--- src/rtl/sertx_pkg.sv ---
// Shared types and helpers for the serial transmit queue.
package sertx_pkg;

    // Status pair kept by the flag controller.
    typedef struct packed {
        logic room;
        logic drained;
    } tx_flags_t;

    // Low-water mark: half the depth, halved again for each select step.
    function automatic int unsigned low_water(input logic [1:0] sel, input int unsigned depth);
        return (depth / 2) >> sel;
    endfunction

endpackage

--- src/rtl/sertx_store.sv ---
// Circular byte storage with read/write pointers and a fill count.
// Assumes DEPTH is a power of two and that the caller never pushes
// when full or pops when empty; clr has priority over both.
module sertx_store #(
    parameter int DEPTH = 16,
    parameter int WIDTH = 8
) (
    input  logic                       clk,
    input  logic                       rst_n,
    input  logic                       clr,
    input  logic                       push,
    input  logic                       pop,
    input  logic [WIDTH-1:0]           wr_data,
    output logic [WIDTH-1:0]           head_data,
    output logic [$clog2(DEPTH):0]     count
);
    localparam int PW = $clog2(DEPTH);
    localparam int CW = PW + 1;

    logic [WIDTH-1:0] mem [DEPTH];
    logic [PW-1:0]    wp, rp;

    // Data array write; contents need no reset.
    always_ff @(posedge clk) begin
        if (push && !clr) mem[wp] <= wr_data;
    end

    // Pointer and count bookkeeping.
    always_ff @(posedge clk) begin
        if (!rst_n || clr) begin
            wp    <= '0;
            rp    <= '0;
            count <= '0;
        end else begin
            if (push) wp <= wp + 1'b1;
            if (pop)  rp <= rp + 1'b1;
            count <= count + CW'(push) - CW'(pop);
        end
    end

    // Oldest byte, presented for the next departure.
    assign head_data = mem[rp];

endmodule

--- src/rtl/sertx_flags.sv ---
// Room/drained flags and transmit interrupt.
// Departures only raise, DMA writes past the mark only lower, flush raises.
module sertx_flags #(
    parameter int DEPTH = 16
) (
    input  logic                   clk,
    input  logic                   rst_n,
    input  logic                   clr,
    input  logic                   pop,
    input  logic                   push,
    input  logic                   dma,
    input  logic                   irq_en,
    input  logic [$clog2(DEPTH):0] cnt_next,
    input  logic [$clog2(DEPTH):0] mark,
    output logic                   room_flag,
    output logic                   drained_flag,
    output logic                   tx_irq
);
    import sertx_pkg::*;

    tx_flags_t flags;
    logic      drain_hit, dma_hit;

    // Event decode against the level the queue will have after this cycle.
    always_comb begin
        drain_hit = pop && (cnt_next <= mark);
        dma_hit   = push && dma && (cnt_next > mark);
    end

    // Flag register update.
    always_ff @(posedge clk) begin
        if (!rst_n || clr) begin
            flags <= '{room: 1'b1, drained: 1'b1};
        end else if (drain_hit) begin
            flags.room <= 1'b1;
            if (cnt_next == '0) flags.drained <= 1'b1;
        end else if (dma_hit) begin
            flags <= '{room: 1'b0, drained: 1'b0};
        end
    end

    // Interrupt register update.
    always_ff @(posedge clk) begin
        if (!rst_n)          tx_irq <= 1'b0;
        else if (clr)        tx_irq <= irq_en;
        else if (!irq_en)    tx_irq <= 1'b0;
        else if (drain_hit)  tx_irq <= 1'b1;
        else if (dma_hit)    tx_irq <= 1'b0;
    end

    assign room_flag    = flags.room;
    assign drained_flag = flags.drained;

endmodule

--- src/rtl/sertx_route.sv ---
// Registers a departing byte toward the serializer or the loopback path.
// A loopback byte with receive disabled is dropped.
module sertx_route #(
    parameter int WIDTH = 8
) (
    input  logic             clk,
    input  logic             rst_n,
    input  logic             pop,
    input  logic             loop_en,
    input  logic             rx_en,
    input  logic [WIDTH-1:0] byte_in,
    output logic             ser_valid,
    output logic [WIDTH-1:0] ser_data,
    output logic             loop_valid,
    output logic [WIDTH-1:0] loop_data
);
    // Strobes last one cycle per departure.
    always_ff @(posedge clk) begin
        if (!rst_n) begin
            ser_valid  <= 1'b0;
            loop_valid <= 1'b0;
        end else begin
            ser_valid  <= pop && !loop_en;
            loop_valid <= pop && loop_en && rx_en;
        end
    end

    // Data held until the next departure on the same path.
    always_ff @(posedge clk) begin
        if (!rst_n) begin
            ser_data  <= '0;
            loop_data <= '0;
        end else if (pop) begin
            if (loop_en) loop_data <= byte_in;
            else         ser_data  <= byte_in;
        end
    end

endmodule

--- src/rtl/sertx_fifo.sv ---
// Serial transmit queue top: accepts writes, releases one byte per enabled
// frame tick, maintains low-water flags and interrupt, publishes the count.
// Assumes frame_tick is a single-cycle pulse and DEPTH is a power of two.
module sertx_fifo #(
    parameter int DEPTH     = 16,
    parameter int WIDTH     = 8,
    parameter int FIELD_W   = 16,
    parameter int FIELD_LSB = 8
) (
    input  logic               clk,
    input  logic               rst_n,
    input  logic               wr_en,
    input  logic [WIDTH-1:0]   wr_data,
    input  logic               wr_dma,
    input  logic [1:0]         low_sel,
    input  logic               tx_en,
    input  logic               loop_en,
    input  logic               rx_en,
    input  logic               irq_en,
    input  logic               flush,
    input  logic               frame_tick,
    output logic               ser_valid,
    output logic [WIDTH-1:0]   ser_data,
    output logic               loop_valid,
    output logic [WIDTH-1:0]   loop_data,
    output logic               room_flag,
    output logic               drained_flag,
    output logic               tx_irq,
    output logic [FIELD_W-1:0] cnt_word
);
    localparam int CW = $clog2(DEPTH) + 1;

    logic [CW-1:0]    count, cnt_next, mark;
    logic [WIDTH-1:0] head_data;
    logic             push_ok, pop_ok;

    // Accepted events; flush cancels both.
    always_comb begin
        push_ok  = wr_en && (count != CW'(DEPTH)) && !flush;
        pop_ok   = frame_tick && tx_en && (count != '0) && !flush;
        cnt_next = count + CW'(push_ok) - CW'(pop_ok);
        mark     = CW'(sertx_pkg::low_water(low_sel, DEPTH));
    end

    // Count placed in its field of the shared word.
    always_comb begin
        cnt_word = '0;
        cnt_word[FIELD_LSB +: CW] = count;
    end

    sertx_store #(.DEPTH(DEPTH), .WIDTH(WIDTH)) u_store (
        .clk(clk), .rst_n(rst_n), .clr(flush), .push(push_ok), .pop(pop_ok),
        .wr_data(wr_data), .head_data(head_data), .count(count)
    );

    sertx_flags #(.DEPTH(DEPTH)) u_flags (
        .clk(clk), .rst_n(rst_n), .clr(flush), .pop(pop_ok), .push(push_ok),
        .dma(wr_dma), .irq_en(irq_en), .cnt_next(cnt_next), .mark(mark),
        .room_flag(room_flag), .drained_flag(drained_flag), .tx_irq(tx_irq)
    );

    sertx_route #(.WIDTH(WIDTH)) u_route (
        .clk(clk), .rst_n(rst_n), .pop(pop_ok), .loop_en(loop_en), .rx_en(rx_en),
        .byte_in(head_data), .ser_valid(ser_valid), .ser_data(ser_data),
        .loop_valid(loop_valid), .loop_data(loop_data)
    );

endmodule

--- config.mk ---
export PLATFORM = sky130hd
export DESIGN_NAME = sertx_fifo
export DESIGN_NICKNAME = d
export VERILOG_FILES = /design/src/rtl/sertx_pkg.sv /design/src/rtl/sertx_store.sv /design/src/rtl/sertx_flags.sv /design/src/rtl/sertx_route.sv /design/src/rtl/sertx_fifo.sv
export SDC_FILE = /design/constraint.sdc
export NUM_CORES = 1
export LEC_CHECK = 0
export BUFFER_PORTS_ARGS = -buffer_cell sky130_fd_sc_hd__buf_4
export CAP_MARGIN = 20
export CORE_MARGIN = 2
export CORE_UTILIZATION = 32
export CTS_CLUSTER_DIAMETER = 80
export DETAILED_ROUTE_END_ITERATION = 8
export MAX_ROUTING_LAYER = met4
export PLACE_DENSITY_LB_ADDON = 0.15
export SLEW_MARGIN = 40
export SYNTH_ARGS = -nofsm -noshare
export SYNTH_HDL_FRONTEND = slang
export SYNTH_SLANG_ARGS = --single-unit
--- constraint.sdc ---
create_clock -name clk -period 3.3 [get_ports clk]
set_clock_uncertainty 0.05 [all_clocks]
set_input_delay 0.495 -clock clk [delete_from_list [all_inputs] [get_ports clk]]
set_output_delay 0.495 -clock clk [all_outputs]
set_load 0.005 [all_outputs]
# ---- After elaboration in Yosys (flattened, before gate mapping)
# Memories as Yosys holds them, arrays and structs flattened. A register that Yosys moved wholly into a read port is not among the register bits.
# Cells that the tools add are included.
dict set report classes {
  n_eq_ne 3
  n_lt_le_gt_ge 2
  n_reduce_logical 23
  shift 1
  n_mux 11
  bitwise_logic 1
  addsub 4
}
# op count
set ops {}
lappend ops {{logical AND 1 bit} 12}
lappend ops {{2-to-1 mux 1 bit} 9}
lappend ops {{adder 4 x 1 -> 4 bit, second input constant} 2}
lappend ops {{2-to-1 mux 4 bit} 2}
lappend ops {{AND reduction 2 bit} 3}
lappend ops {{adder 5 x 1 -> 5 bit} 1}
lappend ops {{> comparator 5 bit} 1}
lappend ops {{<= comparator 5 bit} 1}
lappend ops {{zero test 5 bit} 1}
lappend ops {{inequality test 5 bit, second input constant} 1}
lappend ops {{nonzero test 5 bit} 1}
lappend ops {{>> shifter 4 x 2 -> 5 bit, first input constant} 1}
lappend ops {{subtractor 5 x 1 -> 5 bit} 1}
lappend ops {{inequality test 4 x 1 -> 1 bit, second input constant} 1}
lappend ops {{zero test 1 bit} 3}
lappend ops {{inequality test 2 bit, second input constant} 1}
lappend ops {{nonzero test 2 bit} 1}
lappend ops {{OR reduction 2 bit} 1}
lappend ops {{logical OR 1 bit} 1}
lappend ops {{inverter 1 bit} 1}
dict set report totals {
  wordCells 56
  mem_count 1
  output_inout_bits 37
  register_bits 34
  ramBits 128
  input_bits 20
}
# name words width read_ports rd_clocked_by_memory_dff write_ports line_no
set memory_table {}
lappend memory_table {u_store.mem 16 8 1 1 1 sertx_store.sv:20} ;# logic [WIDTH-1:0] mem [DEPTH];

# ---- Depth between registers and ports, before layout
# Gate-level depths: netlist (run 1).
dict set report depth {
  ltp_word 11
  ltp_mapped 16
  mapped_depth_nobuf 16
}

# ---- Modules after synthesis
# Synthesis (run 1) repeated with hierarchy kept, for this count alone.
dict set report hier_totals {
  hier_cells 449
  hier_area_um2 7126.8
}
# module seq_area_each_um2 instances cells_per_inst area_each_um2
set modules_own_cells {}
lappend modules_own_cells {sertx_store 4184.0 1 293 5749.3}
lappend modules_own_cells {sertx_route 360.3 1 68 698.2}
lappend modules_own_cells {sertx_fifo 0.0 1 47 350.3}
lappend modules_own_cells {sertx_flags 60.1 1 41 329.1}

# ---- Worst setup path after synthesis (run 1)
# No wires, ideal clock.
dict set report synth_path {
  kind {register to register}
  from {reg u_store.count[2]}
  to {reg u_flags.tx_irq}
  arrival_time_ps 3182
  t_required_ps 3127
  synth_period_minus_slack_ps 3355
  path_stages_with_launch 17
  path_buffers 0
  setup_time_ps 123
  setup_slack_ps -55
  path_cell_list {dfxtp_1 -> inv_1 -> ha_1 -> nor4b_4 -> nor3_4 -> ha_1 -> inv_1 -> ha_1 -> inv_1 -> fa_1 -> xor2_1 -> inv_1 -> ha_1 -> and4_1 -> a21o_1 -> a311oi_1 -> nor3_1}
}
dict set report synth_between {
  word_cells_on_any_way 17
  cone_classes {add/sub: 2; order compare: 2; eq/ne: 2; mux: 3; reduce/logical: 8}
}
# element line_no
set synth_lines {}
lappend synth_lines {{from (decl)} sertx_store.sv:15} ;# output logic [$clog2(DEPTH):0] count
lappend synth_lines {{from (signal assigned)} sertx_store.sv:37} ;# count <= count + CW'(push) - CW'(pop);
lappend synth_lines {{nonzero test 5 bit *} sertx_fifo.sv:40} ;# pop_ok = frame_tick && tx_en && (count != '0) && !flush;
lappend synth_lines {{logical AND 1 bit * (2 in series)} sertx_fifo.sv:40}
lappend synth_lines {{net pop_ok} sertx_fifo.sv:35} ;# logic push_ok, pop_ok;
lappend synth_lines {{subtractor 5 x 1 -> 5 bit *} sertx_fifo.sv:41} ;# cnt_next = count + CW'(push_ok) - CW'(pop_ok);
lappend synth_lines {{net cnt_next[2]} sertx_fifo.sv:33} ;# logic [CW-1:0] count, cnt_next, mark;
lappend synth_lines {{<= comparator 5 bit} sertx_flags.sv:26} ;# drain_hit = pop && (cnt_next <= mark);
lappend synth_lines {{logical AND 1 bit} sertx_flags.sv:26}
lappend synth_lines {{2-to-1 mux 1 bit} sertx_flags.sv:47} ;# else if (drain_hit) tx_irq <= 1'b1;
lappend synth_lines {{2-to-1 mux 1 bit} sertx_flags.sv:46} ;# else if (!irq_en) tx_irq <= 1'b0;
lappend synth_lines {{2-to-1 mux 1 bit} sertx_flags.sv:45} ;# else if (clr) tx_irq <= irq_en;
lappend synth_lines {{to (signal assigned)} sertx_flags.sv:45}
lappend synth_lines {{to (decl)} sertx_flags.sv:17} ;# output logic tx_irq
# The timed path passes the listed nets; every way through them passes the cells marked *.
# A chain may end at the register's enable or synchronous reset.

# ---- Worst setup path after layout (run 1)
dict set report layout_path {
  from {reg u_store.count[3]}
  to {reg u_flags.tx_irq}
}
# The elaborated chain is that of the path after synthesis.

==> results.py, run 1 <==
metrics = {
    "synthesis": {
        "synthCells": 407,
        "synth_area_per_cell_sq_um": 16.6,
        "synth-seq-area-share": 0.684,
        "ys.flop_type": "edfxtp_1",
        "synth_edf_count": 128,
        "synth_top_cell_area_share": 0.571,
        "synth_seq_cells": 166,
        "synthDistinctLibCells": 43,
        "ys_top_cells_by_area": "edfxtp_1, dfxtp_1, mux4_2, mux4_1, ha_1",
        "yosys.area.top_type": "edfxtp_1",
        "async_flop_share": 0,
        "synthMostInstantiatedCell": "edfxtp_1",
        "mappedNetlistArea_sq_mm": 0.00674,
        "yosys-top-cells-count": "edfxtp_1, dfxtp_1, nand2_1, nor2_1, mux4_2",
        "ys_warn_count": 0,
    },
    "critical_path": {
        "cp_max_fo": 4,
        "cp.required_ns": 3.56,
        "critPathKind": "flop to flop",
        "end_kind": "flop",
        "crit_slowest_cell": "fa_2",
        "r2r-start": "u_store.count[3]",
        "cp-start-kind": "flop",
        "critPathArrivalTime_ns": 3.43,
        "critical_path_buf_inv_count": 4,
        "cp_top_family": "adder cells",
        "crit_start": "u_store.count[3]",
        "max_stage_delay_ns": 0.34,
        "crit_path_cell_trace": "inv_2, ha_4, nor4b_4, nor3_4, ha_1, inv_1, ha_2, inv_2, fa_2, xor2_1, inv_1, ha_1, and4_1, a21o_4, a311oi_2, nor3_1",
    },
    "die": {
        "rows": 53,
        "fp.dieH_um": 149,
        "die-area_sq_mm": 0.0222,
        "core-area_sq_mm": 0.0208,
        "start_util": 0.324,
        "ios": 57,
        "fp.dieW_um": 149,
    },
    "power_and_ir_drop": {
        "total_power_mw": 4.50,
        "vdd_drop_max_mv": 0.415,
        "p_leak_nw": 2.85,
        "power.density_mw_per_mm2": 549,
    },
    "placement": {
        "globalplace.congestion": 0.773,
        "port_buffers": 45,
        "hpwlAfterDp_um": 9520,
        "placed_area_sq_mm": 0.00745,
        "dp.cells": 733,
        "dp_slack_ns": -0.0616,
    },
    "status": {
        "outcome": "finished clean",
    },
    "cells_and_area": {
        "layoutNonFillerInstCount": 774,
        "insertedDiodeCount": 0,
        "nets": 522,
        "fin_util": 0.394,
        "finalInstanceArea_sq_mm": 0.00820,
        "fillers": 1952,
        "multi_input_area_sq_mm": 0.00203,
        "area_growth_pct": 21.7,
        "drive_gt1_frac": 0.335,
        "seq_area_sq_mm": 0.00461,
    },
    "route": {
        "vias": 3645,
        "first_iter_violations": 232,
        "drc": 0,
        "wirelength_um": 14200,
        "drtAntennaViolNets": 0,
        "wire_per_inst_um": 18.3,
        "dr.pass1.iters": 4,
        "avgViaCountPerCell": 4.71,
    },
    "cts": {
        "cts_sinks": 166,
        "path_clk_slew_ns": 0.06,
        "cts_inserted_buffers": 17,
        "clk_latency_ns": 0.42,
        "htreeDepth": 4,
        "cts_tree": "yes",
        "cts_root_buffer": "clkbuf_16",
        "clock_path_buffers": 2,
    },
    "global_route": {
        "antenna_found_initial": 0,
        "grt_pass1_wl_um": 22300,
        "grt_overflow_total": 0,
        "grt_use_total": 0.141,
        "grt_max_degree": 33,
        "grt_pass1_vias": 3814,
    },
    "job": {
        "cap_violations": 0,
    },
    "timing": {
        "tightestPinTransition_ns": 0.751,
        "hold_violations": 0,
        "fin_crit_sh": 0.961,
        "tns_ns": 0,
        "period_needed_ns": 3.17,
        "whs_ns": 0.254,
        "slew_headroom": 0.499,
        "rsz0062_at_grt": "true",
        "fin_ws_ns": 0.127,
        "setup_viol": 0,
        "slew_violations": 0,
        "max_freq_mhz": 315,
    },
    "min_path": {
        "hp-class": "primary input to flop",
        "min-delay-start": "rx_en",
    },
}
## logic make-up (layout without fill, tap and decap cells)
family                   count (synthesis)  after routing  synth area share
buffers and inverters                   42            124            0.0362
AND/OR/NAND/NOR                         92             92            0.0708
multiplexers                            34             34             0.116
flip-flops                             166            166             0.684
adder cells (fa/ha/maj)                 16             16            0.0308
AO/OA/AOI/OAI                           46             46            0.0496
XOR/XNOR                                10             10            0.0130
other                                    1             11          0.000557
## power breakdown
group          total, mW  switching (mW)  internal (mW)
clock network       1.95           0.830           1.12
logic              0.280           0.151          0.129
registers           2.28          0.0113           2.26
total               4.50           0.992           3.51
## area by class of cell
cell class / instances / area share
repair buffers: 77 / 0.0705
clock buffers: 17 / 0.0519
flip-flops and latches: 166 / 0.562
clock inverters: 15 / 0.0189
multi-input cells: 209 / 0.248
well taps: 275 / 0.0420
inverters: 15 / 0.00687
## flip-flops by register name, summed over array words and instances, names as in the netlist, named ones only
register,cells
u_flags.drained_flag,1
u_flags.room_flag,1
u_flags.tx_irq,1
u_route.loop_data,8
u_route.loop_valid,1
u_route.ser_data,8
u_route.ser_valid,1
u_store.count,5
u_store.mem,128
u_store.rp,4
u_store.wp,4
## routing by layer
metal	wire length, um	vias to the layer above	global-route usage
li1	-	1702	-
met1	6690	1854	0.190
met2	6770	79	0.215
met3	623	10	0.0391
met4	101	0	0.0329
met5	0	-	-
## worst paths after layout
check	cells after the start	end	slack (ns)
worst min register to register	2	u_route.ser_data[2]	0.42
worst max register to register	16	u_flags.tx_irq	0.13
worst max-delay path	16	u_flags.tx_irq	0.13
worst min-delay path	2	u_route.loop_valid	0.25
## cells in the final DEF, fill, tap and decap left out, types with 10 or more instances in the layout
cell type	synthesis	layout
mux4_1	10	10
a22o_1	16	16
nor2_2	8	12
nor2_1	28	24
conb_1	1	11
nand2_1	28	28
ha_1	15	11
inv_1	15	10
o22ai_1	16	16
clkbuf_16	0	17
mux4_2	22	22
buf_4	12	77
dfxtp_1	38	35
edfxtp_1	128	128
## what timing repair did
action | 4_1_cts | 5_1_grt
hold buffers | 0 | 0
pin swaps | 11 | 8
endpoints found under the setup margin | 3 | 3
resized for setup | 9 | 10
buffers inserted | 8 | 1
gates cloned | 0 | 0
No activity file was read; power rests on OpenSTA's default activity.
==> run 2: changes to the inputs <==
--- a/config.mk
+++ b/config.mk
@@ -16,4 +16,5 @@
 export SLEW_MARGIN = 40
 export SYNTH_ARGS = -nofsm -noshare
 export SYNTH_HDL_FRONTEND = slang
+export SYNTH_HIERARCHICAL = 1
 export SYNTH_SLANG_ARGS = --single-unit
==> run 2 against run 1 <==
Against the previous run:
- the run now ends with negative setup slack left
- non-clock buffer count decreased by 11
- first-iteration DRC count rose by 9.1%
- total power grew 0.26%
- wire length grew 6.6%
- count of clock-buffer cells in the layout grew 7
- core utilization decreased by 0.50 points
- sequential cell count did not move
- critical path type unchanged
- largest power group unchanged
==> results.py, run 2 <==
metrics = {
    "status": {
        "outcome": "finished with violations",
        "violations": "negative setup slack",
    },
    "synthesis": {
        "yosys.area.top_type": "edfxtp_1",
        "synthMostInstantiatedCell": "edfxtp_1",
        "synth_top_cell_area_share": 0.539,
        "async_flop_share": 0,
        "synth_area_per_cell_sq_um": 15.9,
        "ys.flop_type": "edfxtp_1",
        "synth-seq-area-share": 0.646,
        "mappedNetlistArea_sq_mm": 0.00713,
        "yosys-top-cells-count": "edfxtp_1, nand2_1, dfxtp_1",
        "ys_top_cells_by_area": "edfxtp_1, dfxtp_1, mux4_2, mux4_1, ha_1",
        "synth_edf_count": 128,
        "synth_seq_cells": 166,
        "synthDistinctLibCells": 50,
        "ys_warn_count": 6,
        "synthCells": 449,
    },
    "cts": {
        "cts_inserted_buffers": 17,
        "htreeDepth": 4,
        "cts_sinks": 166,
        "cts_tree": "yes",
        "clock_path_buffers": 2,
        "cts_root_buffer": "clkbuf_16",
        "path_clk_slew_ns": 0.06,
        "clk_latency_ns": 0.42,
    },
    "cells_and_area": {
        "nets": 560,
        "multi_input_area_sq_mm": 0.00230,
        "fillers": 2021,
        "largestRegisters": "u_store/mem (128), u_route/loop_data (8), u_route/ser_data (8)",
        "finalInstanceArea_sq_mm": 0.00848,
        "layoutNonFillerInstCount": 810,
        "regMostFlops": "u_store/mem",
        "seq_area_sq_mm": 0.00461,
        "largest_register_ff_count": 128,
        "area_growth_pct": 19.0,
        "final_common_cell": "edfxtp_1",
        "insertedDiodeCount": 0,
        "drive_gt1_frac": 0.258,
        "layout_common_cells": "edfxtp_1, buf_4, nand2_1",
    },
    "global_route": {
        "grt_pass1_vias": 4053,
        "grt_pass1_wl_um": 23400,
        "antenna_found_initial": 0,
        "grt_overflow_total": 0,
        "grt_max_degree": 33,
        "grt_use_total": 0.138,
    },
    "timing": {
        "fin_crit_sh": 1.07,
        "tightestPinTransition_ns": 0.792,
        "slew_violations": 0,
        "tns_ns": -0.533,
        "max_freq_mhz": 284,
        "rsz0062_at_grt": "true",
        "slew_headroom": 0.470,
        "fin_ws_ns": -0.225,
        "hold_violations": 0,
        "period_needed_ns": 3.53,
        "setup_viol": 3,
    },
    "die": {
        "fp.dieH_um": 153,
        "core-area_sq_mm": 0.0218,
        "rows": 54,
        "die-area_sq_mm": 0.0235,
        "ios": 57,
        "fp.dieW_um": 153,
        "start_util": 0.327,
    },
    "power_and_ir_drop": {
        "p_leak_nw": 3.05,
        "power.density_mw_per_mm2": 532,
        "vdd_drop_max_mv": 0.285,
        "total_power_mw": 4.52,
    },
    "min_path": {
        "min_path_cells": 2,
        "hp-class": "primary input to flop",
    },
    "route": {
        "wirelength_um": 15100,
        "vias": 3834,
        "drtAntennaViolNets": 0,
        "avgViaCountPerCell": 4.73,
        "wire_per_inst_um": 18.7,
        "dr.pass1.iters": 4,
        "first_iter_violations": 253,
        "drc": 0,
    },
    "critical_path": {
        "rr_worst_depth": 18,
        "cp-start-kind": "flop",
        "cp_max_fo": 5,
        "critPathKind": "flop to flop",
        "end_kind": "flop",
        "cp.required_ns": 3.55,
        "critPathArrivalTime_ns": 3.78,
    },
    "placement": {
        "hpwlAfterDp_um": 9950,
        "dp.cells": 776,
        "dp_slack_ns": -0.248,
        "placed_area_sq_mm": 0.00782,
        "globalplace.congestion": 0.678,
        "port_buffers": 45,
    },
    "job": {
        "cap_violations": 0,
    },
}
[run 2: cell types whose count changed after synthesis, sizes merged, moves of 16 or more]
cell,delta
nor2,-16
a22oi,+16
and2,+17
mux2i,+16
o22ai,-16
a22o,-16
[run 2: critical path, stage by stage, from the launching register on]
cell	delay [ns]
dfxtp_4	0.35
inv_4	0.06
ha_4	0.12
nor3b_4	0.22
nand2_1	0.10
nand3b_1	0.10
ha_1	0.23
inv_1	0.06
ha_2	0.18
inv_2	0.04
fa_2	0.35
nand2b_4	0.15
a21oi_4	0.13
xnor2_2	0.09
ha_1	0.32
and4_4	0.26
a221o_1	0.23
o21ai_1	0.09
o31a_2	0.29
[run 2: stage by stage]
stage | hold slack [ns] | utilization
after floorplan | 0.401 | -
after global placement | 0.395 | 0.358
after detailed placement | 0.407 | 0.358
after CTS | 0.235 | 0.387
after global routing | 0.243 | 0.389
final | 0.252 | 0.389
[run 2: path summary, 6_finish.rpt]
check                                          from                    to  slack, ns
worst max-delay path               u_store/count[3]  u_flags/drained_flag      -0.23
worst min-delay path                          rx_en    u_route/loop_valid       0.25
worst max register to register     u_store/count[3]  u_flags/drained_flag      -0.23
worst min register to register  u_route/ser_data[0]   u_route/ser_data[0]       0.41
[run 2: timing repair]
item                                    CTS  global route
setup buffers                             1             1
gates resized for setup                   3             4
hold endpoints to repair                  0             0
pin swaps                                 9             6
hold buffers                              0             0
endpoints found under the setup margin    3             3
[run 2: power by group]
group	leakage, nW	switching, mW	internal, mW	total (mW)
clock	0.305	0.801	1.21	2.01
sequential	1.46	0.00713	2.26	2.26
combinational	1.28	0.133	0.110	0.243
total	3.05	0.941	3.57	4.52
[run 2: area by class of cell]
cell class                      instances  share of cell area
Clock buffer                           24              0.0621
Clock inverter                          8             0.00988
Inverter                               25              0.0114
Multi-Input combinational cell        241               0.272
Sequential cell                       166               0.544
Tap cell                              280              0.0413
Timing Repair Buffer                   66              0.0599
[run 2: kinds of logic (layout without fill, tap and decap cells)]
logic type | count (synthesis) | after routing | share of synthesized area
muxes | 50 | 50 | 0.134
other | 1 | 12 | 0.000526
xor gates and xnor gates | 14 | 14 | 0.0172
DFF | 166 | 166 | 0.646
and+or+nand+nor | 103 | 103 | 0.0732
adders and majority gates | 23 | 23 | 0.0425
buffers and inverters | 53 | 123 | 0.0472
AOI/OAI and AO/OA | 39 | 39 | 0.0395
[run 2: routing by layer]
| metal | share of wire | track usage |
|---|---|---|
| met5 | 0 | - |
| met2 | 0.50 | 0.222 |
| met3 | 0.027 | 0.0323 |
| met1 | 0.46 | 0.176 |
| met4 | 0.0092 | 0.0370 |
==> run 3: changes to the inputs <==
--- a/config.mk
+++ b/config.mk
@@ -8,7 +8,8 @@
 export BUFFER_PORTS_ARGS = -buffer_cell sky130_fd_sc_hd__buf_4
 export CAP_MARGIN = 20
 export CORE_MARGIN = 2
-export CORE_UTILIZATION = 32
+export CORE_UTILIZATION = 54
+export CTS_BUF_LIST = sky130_fd_sc_hd__clkbuf_16
 export CTS_CLUSTER_DIAMETER = 80
 export DETAILED_ROUTE_END_ITERATION = 8
 export MAX_ROUTING_LAYER = met4
==> run 3 against run 2 <==
Against the previous run:
- largest cell class unchanged
- non-clock buffer count decreased by 4
- the flow still finishes with violations (negative setup slack)
- critical endpoint unchanged
- combinational power fell by 5%
- critical path type unchanged
- total power rose by 1.1%
- via count up 0.31%
- cell count fell by 14%
- clock power grew 3%
==> results.py, run 3 (synthesis results as in run 2) <==
metrics = {
    "die": {
        "ios": 57,
        "die-area_sq_mm": 0.0141,
        "start_util": 0.558,
        "fp.dieW_um": 119,
        "core-area_sq_mm": 0.0128,
        "rows": 41,
        "fp.dieH_um": 119,
    },
    "cts": {
        "cts_sinks": 166,
        "cts_hold_buffers": 0,
        "path_clk_slew_ns": 0.06,
        "htreeDepth": 4,
        "cts_root_buffer": "clkbuf_16",
        "clk_latency_ns": 0.42,
        "cts_tree": "yes",
        "clock_path_buffers": 2,
        "cts_inserted_buffers": 17,
    },
    "global_route": {
        "grt_pass1_vias": 3938,
        "grt_use_total": 0.207,
        "antenna_found_initial": 0,
        "grt_overflow_total": 0,
        "grt_pass1_wl_um": 21000,
        "grt_max_degree": 33,
    },
    "route": {
        "first_iter_violations": 232,
        "drc": 0,
        "vias": 3846,
        "dr.pass1.iters": 5,
        "drtAntennaViolNets": 0,
        "avgViaCountPerCell": 5.51,
        "wirelength_um": 13400,
        "wire_per_inst_um": 19.2,
    },
    "power_and_ir_drop": {
        "vdd_drop_max_mv": 0.439,
        "internal_power_mw": 3.63,
        "p_sw_frac": 0.204,
        "p_leak_nw": 3.01,
        "pwr-share-comb": 0.051,
        "total_power_mw": 4.56,
        "seq_power_share": 0.496,
        "power.net_switching_mw": 0.933,
        "pwr-share-clk": 0.453,
        "power.density_mw_per_mm2": 549,
    },
    "timing": {
        "fin_crit_sh": 1.04,
        "period_needed_ns": 3.44,
        "whs_ns": 0.250,
        "max_freq_mhz": 291,
        "hold_violations": 0,
        "rsz0062_at_grt": "true",
        "slew_headroom": 0.482,
        "tightestPinTransition_ns": 0.774,
        "fin_ws_ns": -0.137,
        "slew_violations": 0,
        "setup_viol": 3,
    },
    "critical_path": {
        "crit_path_cell_trace": "inv_2, ha_4, nor3b_4, nand2_1, nand3b_1, ha_1, inv_1, ha_2, inv_2, fa_2, nand2b_4, a21oi_4, xnor2_2, ha_1, and4_4, a221o_1, o21ai_1, o31a_2",
        "critPathArrivalTime_ns": 3.70,
        "r2r-start": "u_store/count[2]",
        "crit_start": "u_store/count[2]",
        "cp.required_ns": 3.56,
        "cp_max_fo": 5,
        "cp-start-kind": "flop",
        "critPathKind": "flop to flop",
        "crit_slowest_cell": "fa_2",
        "end_kind": "flop",
        "max_stage_delay_ns": 0.33,
    },
    "cells_and_area": {
        "largest_register_ff_count": 128,
        "insertedDiodeCount": 0,
        "regMostFlops": "u_store/mem",
        "final_common_cell": "edfxtp_1",
        "area_growth_pct": 16.6,
        "drive_gt1_frac": 0.251,
        "fillers": 920,
        "nets": 556,
        "largestRegisters": "u_store/mem (128), u_route/loop_data (8), u_route/ser_data (8)",
        "layout_common_cells": "edfxtp_1, buf_4, nand2_1",
    },
    "min_path": {
        "hp-class": "primary input to flop",
        "min-delay-start": "rx_en",
    },
    "placement": {
        "globalplace.congestion": 0.862,
        "port_buffers": 45,
        "hpwlAfterDp_um": 8680,
        "dp_slack_ns": -0.203,
    },
    "job": {
        "cap_violations": 0,
    },
    "status": {
        "outcome": "finished with violations",
        "violations": "negative setup slack",
    },
}
## run 3: changes by cell type in the layout (fill, tap and decap cells not counted), moves of 2 or more
cell        before  now
clkinvlp_4       0    3
inv_6            1    3
clkbuf_16       20   17
bufinv_16        1    4
clkinv_4         2    0
clkbuf_1         2    0
buf_4           65   62
## run 3: path summary, 6_finish.rpt
check	cells past startpoint	to	slack (ns)
setup / recovery	18	u_flags/drained_flag	-0.14
hold / removal	2	u_route/loop_valid	0.25
setup reg to reg	18	u_flags/drained_flag	-0.14
hold reg to reg	2	u_route/loop_data[2]	0.41
## run 3: stage by stage
step           std cells  utilization  area [sq um]  TNS, ns
2_1_floorplan        460            -          7220    -1.22
3_3_place_gp         665        0.599          7650   -0.213
3_5_place_dp         665        0.599          7650   -0.524
4_1_cts              698        0.651          8310   -0.336
5_1_grt              698        0.651          8310   -0.839
6_report             698        0.651          8310   -0.298
## run 3: worst max-delay path: cells and delay by family, from the launching register on
| family | cells | cell delay [ns] |
|---|---|---|
| AOI/OAI and AO/OA | 4 | 0.69 |
| xor gates and xnor gates | 1 | 0.08 |
| adders and majority gates | 5 | 1.18 |
| buffers and inverters | 3 | 0.17 |
| DFF | 1 | 0.32 |
| and+or+nand+nor | 5 | 0.83 |
## run 3: power by group through the flow
stage                     clock [mW]  sequential, mW  combinational [mW]
after floorplan                    0            2.31               0.147
after global placement             0            2.31               0.216
after detailed placement           0            2.31               0.224
after CTS                       2.11            2.26               0.230
after global routing            2.19            2.26               0.256
final                           2.07            2.26               0.231
## run 3: area by class of cell
class                   count  area (sq um)  area share
clock buffers              17           425      0.0512
clock inverters            15           199      0.0239
inverters                  25          96.3      0.0116
multi-input cells         241          2300       0.277
flip-flops and latches    166          4610       0.555
well taps                 172           215      0.0259
repair buffers             62           465      0.0560
## run 3: metal layers
layer	GRT usage	share of wire	up-vias
met3	0.0536	0.069	12
li1	-	-	1799
met1	0.266	0.41	1930
met2	0.321	0.51	105
met5	-	0	-
met4	0.0781	0.014	0
## run 3: repair_timing
action	in CTS	in global routing
resized for setup	5	0
buffers inserted	1	0
pin swaps	11	4
cloned	0	0
endpoints found under the setup margin	3	3
